`src/rtl/scl_clkgen_pkg.sv`:
```
package scl_clkgen_pkg;

  localparam int SCGD_W = 6;
  localparam int LEN_W  = 10;
  localparam int SET_W  = 4;

  typedef enum logic [2:0] {
    ST_IDLE  = 3'd0,
    ST_SETUP = 3'd1,
    ST_LOW   = 3'd2,
    ST_WAITH = 3'd3,
    ST_HIGH  = 3'd4
  } scl_state_e;

endpackage

```
`src/rtl/scl_prescaler.sv`:
```
module scl_prescaler #(
  parameter int CDF_W = 3
) (
  input  logic             clk,
  input  logic             rst_n,
  input  logic             en,
  input  logic [CDF_W-1:0] div_sel,
  output logic             tick
);

  logic [CDF_W-1:0] pcnt;

  assign tick = en && (pcnt == div_sel);

  always_ff @(posedge clk or negedge rst_n) begin
    if (!rst_n)      pcnt <= '0;
    else if (!en)    pcnt <= '0;
    else if (tick)   pcnt <= '0;
    else             pcnt <= pcnt + 1'b1;
  end

  // with a divider above one, ticks are never back to back
  p_tick_spacing_r2: assert property (@(posedge clk) disable iff (!rst_n)
    (tick && div_sel != '0 && $stable(div_sel)) |=> !tick);

endmodule

```
`src/rtl/scl_len_calc.sv`:
```
module scl_len_calc
  import scl_clkgen_pkg::*;
(
  input  logic [SCGD_W-1:0] scgd,
  output logic [LEN_W-1:0]  low_len,
  output logic [LEN_W-1:0]  high_len
);

  logic [LEN_W-1:0] base;

  always_comb begin
    base     = LEN_W'(20) + LEN_W'({scgd, 3'b000});
    high_len = base >> 1;
    low_len  = base - high_len;
  end

endmodule

```
`src/rtl/scl_phase_fsm.sv`:
```
module scl_phase_fsm
  import scl_clkgen_pkg::*;
#(
  parameter int CDF_W = 3
) (
  input  logic              clk,
  input  logic              rst_n,
  input  logic              start_i,
  input  logic              stop_i,
  input  logic [CDF_W-1:0]  cdf_in,
  input  logic [SCGD_W-1:0] scgd_in,
  input  logic [SET_W-1:0]  setup_in,
  input  logic              scl_in,
  input  logic              tick,
  input  logic [LEN_W-1:0]  low_len,
  input  logic [LEN_W-1:0]  high_len,
  output logic [CDF_W-1:0]  cdf_q,
  output logic [SCGD_W-1:0] scgd_q,
  output logic              tick_en,
  output logic              scl_drv,
  output logic              period_end,
  output logic              running
);

  scl_state_e       state;
  logic [LEN_W-1:0] cnt;
  logic [SET_W-1:0] setup_q;

  always_ff @(posedge clk or negedge rst_n) begin
    if (!rst_n) begin
      state      <= ST_IDLE;
      cnt        <= '0;
      cdf_q      <= '0;
      scgd_q     <= '0;
      setup_q    <= '0;
      period_end <= 1'b0;
    end else begin
      period_end <= 1'b0;
      if (start_i) begin
        state   <= ST_SETUP;
        cnt     <= '0;
        cdf_q   <= cdf_in;
        scgd_q  <= scgd_in;
        setup_q <= setup_in;
      end else if (stop_i) begin
        state <= ST_IDLE;
        cnt   <= '0;
      end else begin
        unique case (state)
          ST_SETUP: begin
            if (cnt == LEN_W'(setup_q) + LEN_W'(1)) begin
              state <= ST_LOW;
              cnt   <= '0;
            end else begin
              cnt <= cnt + 1'b1;
            end
          end
          ST_LOW: if (tick) begin
            if (cnt == low_len - 1'b1) begin
              state <= ST_WAITH;
              cnt   <= '0;
            end else begin
              cnt <= cnt + 1'b1;
            end
          end
          ST_WAITH: if (scl_in) state <= ST_HIGH;
          ST_HIGH: if (tick) begin
            if (cnt == high_len - 1'b1) begin
              state      <= ST_LOW;
              cnt        <= '0;
              period_end <= 1'b1;
            end else begin
              cnt <= cnt + 1'b1;
            end
          end
          default: state <= ST_IDLE;
        endcase
      end
    end
  end

  assign tick_en = (state == ST_LOW) || (state == ST_HIGH);
  assign scl_drv = (state != ST_LOW);
  assign running = (state != ST_IDLE);

  // captured configuration moves only on an accepted start
  p_cfg_hold_r7: assert property (@(posedge clk) disable iff (!rst_n)
    !start_i |=> ($stable(cdf_q) && $stable(scgd_q) && $stable(setup_q)));

  // a low line keeps the generator waiting for the rise
  p_stretch_wait_r5: assert property (@(posedge clk) disable iff (!rst_n)
    (state == ST_WAITH && !scl_in && !start_i && !stop_i) |=> state == ST_WAITH);

  // a period ends only when leaving the high phase
  p_period_end_r9: assert property (@(posedge clk) disable iff (!rst_n)
    period_end |-> ($past(state) == ST_HIGH && state == ST_LOW));

endmodule

```
`src/rtl/scl_clkgen.sv`:
```
module scl_clkgen
  import scl_clkgen_pkg::*;
#(
  parameter int CDF_W = 3,
  localparam int CFG_W = CDF_W + SCGD_W
) (
  input  logic             clk,
  input  logic             rst_n,
  input  logic             start_i,
  input  logic             stop_i,
  input  logic [CFG_W-1:0] clk_cfg_i,
  input  logic [SET_W-1:0] setup_cfg_i,
  input  logic             scl_in_i,
  output logic             scl_o,
  output logic             tick_o,
  output logic             period_end_o,
  output logic             running_o
);

  logic [CDF_W-1:0]  cdf_q;
  logic [SCGD_W-1:0] scgd_q;
  logic [LEN_W-1:0]  low_len, high_len;
  logic              tick, tick_en;

  scl_len_calc u_len (
    .scgd     (scgd_q),
    .low_len  (low_len),
    .high_len (high_len)
  );

  scl_prescaler #(.CDF_W(CDF_W)) u_pre (
    .clk     (clk),
    .rst_n   (rst_n),
    .en      (tick_en),
    .div_sel (cdf_q),
    .tick    (tick)
  );

  scl_phase_fsm #(.CDF_W(CDF_W)) u_fsm (
    .clk        (clk),
    .rst_n      (rst_n),
    .start_i    (start_i),
    .stop_i     (stop_i),
    .cdf_in     (clk_cfg_i[CDF_W-1:0]),
    .scgd_in    (clk_cfg_i[CFG_W-1:CDF_W]),
    .setup_in   (setup_cfg_i),
    .scl_in     (scl_in_i),
    .tick       (tick),
    .low_len    (low_len),
    .high_len   (high_len),
    .cdf_q      (cdf_q),
    .scgd_q     (scgd_q),
    .tick_en    (tick_en),
    .scl_drv    (scl_o),
    .period_end (period_end_o),
    .running    (running_o)
  );

  assign tick_o = tick;

  // stop without start releases the line on the next edge
  p_stop_idle_r8: assert property (@(posedge clk) disable iff (!rst_n)
    (stop_i && !start_i) |=> (scl_o && !running_o));

  // no tick is produced while idle
  p_idle_quiet_r2: assert property (@(posedge clk) disable iff (!rst_n)
    !running_o |-> !tick_o);

endmodule

```
`config.mk`:
```
export PLATFORM = sky130hd
export DESIGN_NAME = scl_clkgen
export DESIGN_NICKNAME = d
export VERILOG_FILES = /design/src/rtl/scl_clkgen_pkg.sv /design/src/rtl/scl_prescaler.sv /design/src/rtl/scl_len_calc.sv /design/src/rtl/scl_phase_fsm.sv /design/src/rtl/scl_clkgen.sv
export SDC_FILE = /design/constraint.sdc
export NUM_CORES = 1
export LEC_CHECK = 0
export ABC_AREA = 1
export BUFFER_PORTS_ARGS = -buffer_cell sky130_fd_sc_hd__clkbuf_2
export CAP_MARGIN = 25
export CORE_UTILIZATION = 50
export CTS_CLUSTER_DIAMETER = 30
export DETAILED_ROUTE_END_ITERATION = 6
export GPL_TIMING_DRIVEN = 0
export HOLD_SLACK_MARGIN = 0.05
export PLACE_DENSITY = 0.69
export SLEW_MARGIN = 20
export SYNTH_ARGS = -nofsm -noshare
export SYNTH_HDL_FRONTEND = slang
export SYNTH_SLANG_ARGS = --single-unit
```
`constraint.sdc`:
```
create_clock -name clk -period 3.65 [get_ports clk]
set_input_delay 0.365 -clock clk [delete_from_list [all_inputs] [get_ports clk]]
set_output_delay 0.365 -clock clk [all_outputs]
set_load 0.02 [all_outputs]
```
==> results.tsv <==
stage	metric	value	unit
run_status	outcome	finished clean	
timing	finalHoldViolations	0	
yosys	ys.flop_type	dfrtp_1	
clock_network	cts_setup_buffers	0	
yosys	synth_top_cell_by_area	dfrtp_1	
timing	slew_headroom	0.423	
finish	syn2layout_area_growth	11.9	%
grt	grt_pass1_vias	1844	
pwr	p_leak	1.34	nW
setup_path	crit_slowest_cell	dfrtp_1	
yosys	netlist_instances	328	
timing	rsz0062_at_grt	no	
pwr	powerDensity	399	mW/mm^2
yosys	synth_top_area_frac	0.316	
yosys	synth_area	0.00238	sq mm
clock_network	ctsHoldBuffers	0	
grt	grt_max_degree	31	
floorplan	core_area	0.00447	sq mm
clock_network	clk-insertion-delay-late	290	ps
clock_network	cts_tree	yes	
clock_network	ctsResizeCount	0	
floorplan	row_count	24	
clock_network	cts_buffers	5	
place	gp_congestion	0.835	
route	num_vias	2035	
timing	fin_crit	3030	ps
yosys	synth_area_leaders	dfrtp_1 32%, nand2_1 13%, inv_1 7.1%	
clock_network	htree_levels	2	
floorplan	ios	22	
finish	nets	385	
place	place_hpwl	3.72	mm
route	wl_per_cell	11.6	um
finish	diodes	0	
floorplan	dieWidth	71.0	um
yosys	avgSynthCellArea	7.25	sq um
route	routed_wl	4.73	mm
setup_path	crit_path_start_kind	register	
yosys	ys_warn_count	0	
min_path	hold_class	input port to async pin	
timing	drv_slew	0	
setup_path	endpoint_kind	register	
run	maxCapViolCount	0	
place	io_buffer_count	21	
clock_network	cts.clk_slew.worst_paths	60	ps
pwr	ir_drop	0.283	mV
grt	antenna_found_initial	0	
finish	drive_gt1_frac	0.199	
clock_network	cts_buffer_depth	2	
yosys	synth-edff-count	0	
grt	overflow	0	
setup_path	cp.arrival	3200	ps
clock_network	cts.sinks	30	
setup_path	cp.required	3820	ps
yosys	ys_seq_area_frac	0.316	
setup_path	path_buf_inv	2	
yosys	synthDistinctLibCells	38	
pwr	finalPower	1.06	mW
yosys	synth_seq_cells	30	
grt	grt_pass1_wl	8.25	mm
route	first_pass_iters	4	
timing	fmax	330	MHz
route	drt_iter0_markers	85	
setup_path	cp_cell_sequence	ha_1 -> nand3_1 -> xor2_1 -> inv_1 -> ha_1 -> a21oi_1 -> a21boi_1 -> nand3_1 -> nand2_1 -> inv_1 -> nor2_1 -> nand2_1 -> nand2_2 -> nand3_2 -> nand2_4 -> o21ai_2	
timing	fin_skew	7.03	ps
setup_path	crit_fanout	10	
setup_path	max_stage_delay	520	ps
timing	tightest_slew	865	ps
yosys	synth_nets	357	
grt	grt.total_usage	0.211	
setup_path	critical-path-top-delay-family	simple AND/OR/NAND/NOR gates	
timing	setup_viol	0	
floorplan	initial_core_util	0.531	
floorplan	die_area	0.00503	sq mm
timing	tns	0	ps
floorplan	chipHeight	71.0	um
route	route.detailed.drc	0	
setup_path	worst-setup-path-type	register to register	
route	antenna_left	0	
clock_network	cts_root_buf	clkbuf_8	
timing	finalCritPeriodShare	0.831	
yosys	async_flop_share	1.00	
route	vias_per_cell	4.99	
[flip-flops by register name, indices dropped and copies added, names as in the netlist]
| signal | flops |
|---|---|
| u_fsm.cnt | 10 |
| u_fsm.scgd_q | 6 |
| u_fsm.setup_q | 4 |
| u_fsm.cdf_q | 3 |
| u_fsm.state | 3 |
| u_pre.pcnt | 3 |
| u_fsm.period_end | 1 |
[through the flow]
stage	util	setup WS [ps]	cell area (sq um)	cells	hold WS, ps
4_1_cts	0.595	614	2660	408	165
2_1_floorplan	-	1120	2380	328	69.4
3_3_place_gp	0.569	685	2550	401	474
5_1_grt	0.595	381	2660	408	214
3_5_place_dp	0.569	623	2550	401	467
6_report	0.595	615	2660	408	130
[final timing paths]
kind,start,to,slack (ps),depth (start not counted)
min in group clk,setup_cfg_i[1],u_fsm.setup_q[1]$_DFFE_PN0P_,270,3
max in group asynchronous,rst_n,u_fsm.scgd_q[2]$_DFFE_PN0P_,3030,1
setup / recovery,u_fsm.scgd_q[1]$_DFFE_PN0P_,u_fsm.cnt[3]$_DFFE_PN0P_,620,16
hold reg to reg,u_pre.pcnt[0]$_DFF_PN0_,u_pre.pcnt[0]$_DFF_PN0_,490,1
hold / removal,rst_n,u_fsm.cnt[6]$_DFFE_PN0P_,130,1
setup reg to reg,u_fsm.scgd_q[1]$_DFFE_PN0P_,u_fsm.cnt[3]$_DFFE_PN0P_,620,16
[cell type report]
cell class,count,area [sq um]
Fill cell,436,1810
Multi-Input combinational cell,241,1410
Sequential cell,30,751
Inverter,50,188
Timing Repair Buffer,21,105
Clock buffer,6,82.6
Tap cell,52,65.1
Buffer,7,32.5
Clock inverter,1,30.0
[cell usage after synthesis (2+ instances only)]
cell and n:
nand2_1 81, inv_1 45, dfrtp_1 30, nor2_1 29, nand3_1 20, xor2_1 18, ha_1 11, nand2_2 10
o21ai_0 9, o21ai_2 9, nor3_1 8, xnor2_1 7, a21oi_1 6, inv_2 5, nand2_4 5, clkbuf_1 4
nand4_1 4, nor2_2 3, a21boi_1 2, clkbuf_2 2, nand3_2 2, o21ai_1 2
[cells in the final DEF (no fill, tap or decap), types with 7 or more instances in the layout]
| cell type | n |
|---|---|
| ha_1 | 11 |
| nand2_2 | 10 |
| nand3_1 | 20 |
| o21ai_0 | 9 |
| xor2_1 | 18 |
| inv_1 | 45 |
| nand2_1 | 81 |
| dfrtp_1 | 30 |
| clkbuf_2 | 23 |
| xnor2_1 | 7 |
| nor3_1 | 8 |
| nor2_1 | 29 |
| o21ai_2 | 9 |
[worst register-to-register path, stage by stage (launching register included)]
cell,delay (ps)
dfrtp_1,520
ha_1,290
nand3_1,100
xor2_1,330
inv_1,130
ha_1,360
a21oi_1,140
a21boi_1,230
nand3_1,100
nand2_1,70
inv_1,40
nor2_1,110
nand2_1,100
nand2_2,80
nand3_2,80
nand2_4,170
o21ai_2,70
[where the power goes]
group | internal (mW) | switching (mW) | total, mW
Clock | 0.218 | 0.128 | 0.346
Combinational | 0.125 | 0.206 | 0.331
Sequential | 0.355 | 0.0292 | 0.384
[routing by layer]
layer	vias to the layer above	share of wire	global-route usage
met2	32	0.45	0.334
met3	8	0.033	0.0613
li1	1087	-	-
met5	-	0	0
met1	908	0.51	0.285
met4	0	0.010	0.0533
[cell families (layout without fill, tap and decap cells)]
kind of cell	count (synthesis)	in the layout	share of synthesized area
AO/OA/AOI/OAI	36	36	0.102
XOR/XNOR	25	25	0.0921
adder cells (fa/ha/maj)	11	11	0.0579
buffers and inverters	57	85	0.0926
flip-flops	30	30	0.316
AND/OR/NAND/NOR	169	169	0.339
(Power assumes the default switching activity.)
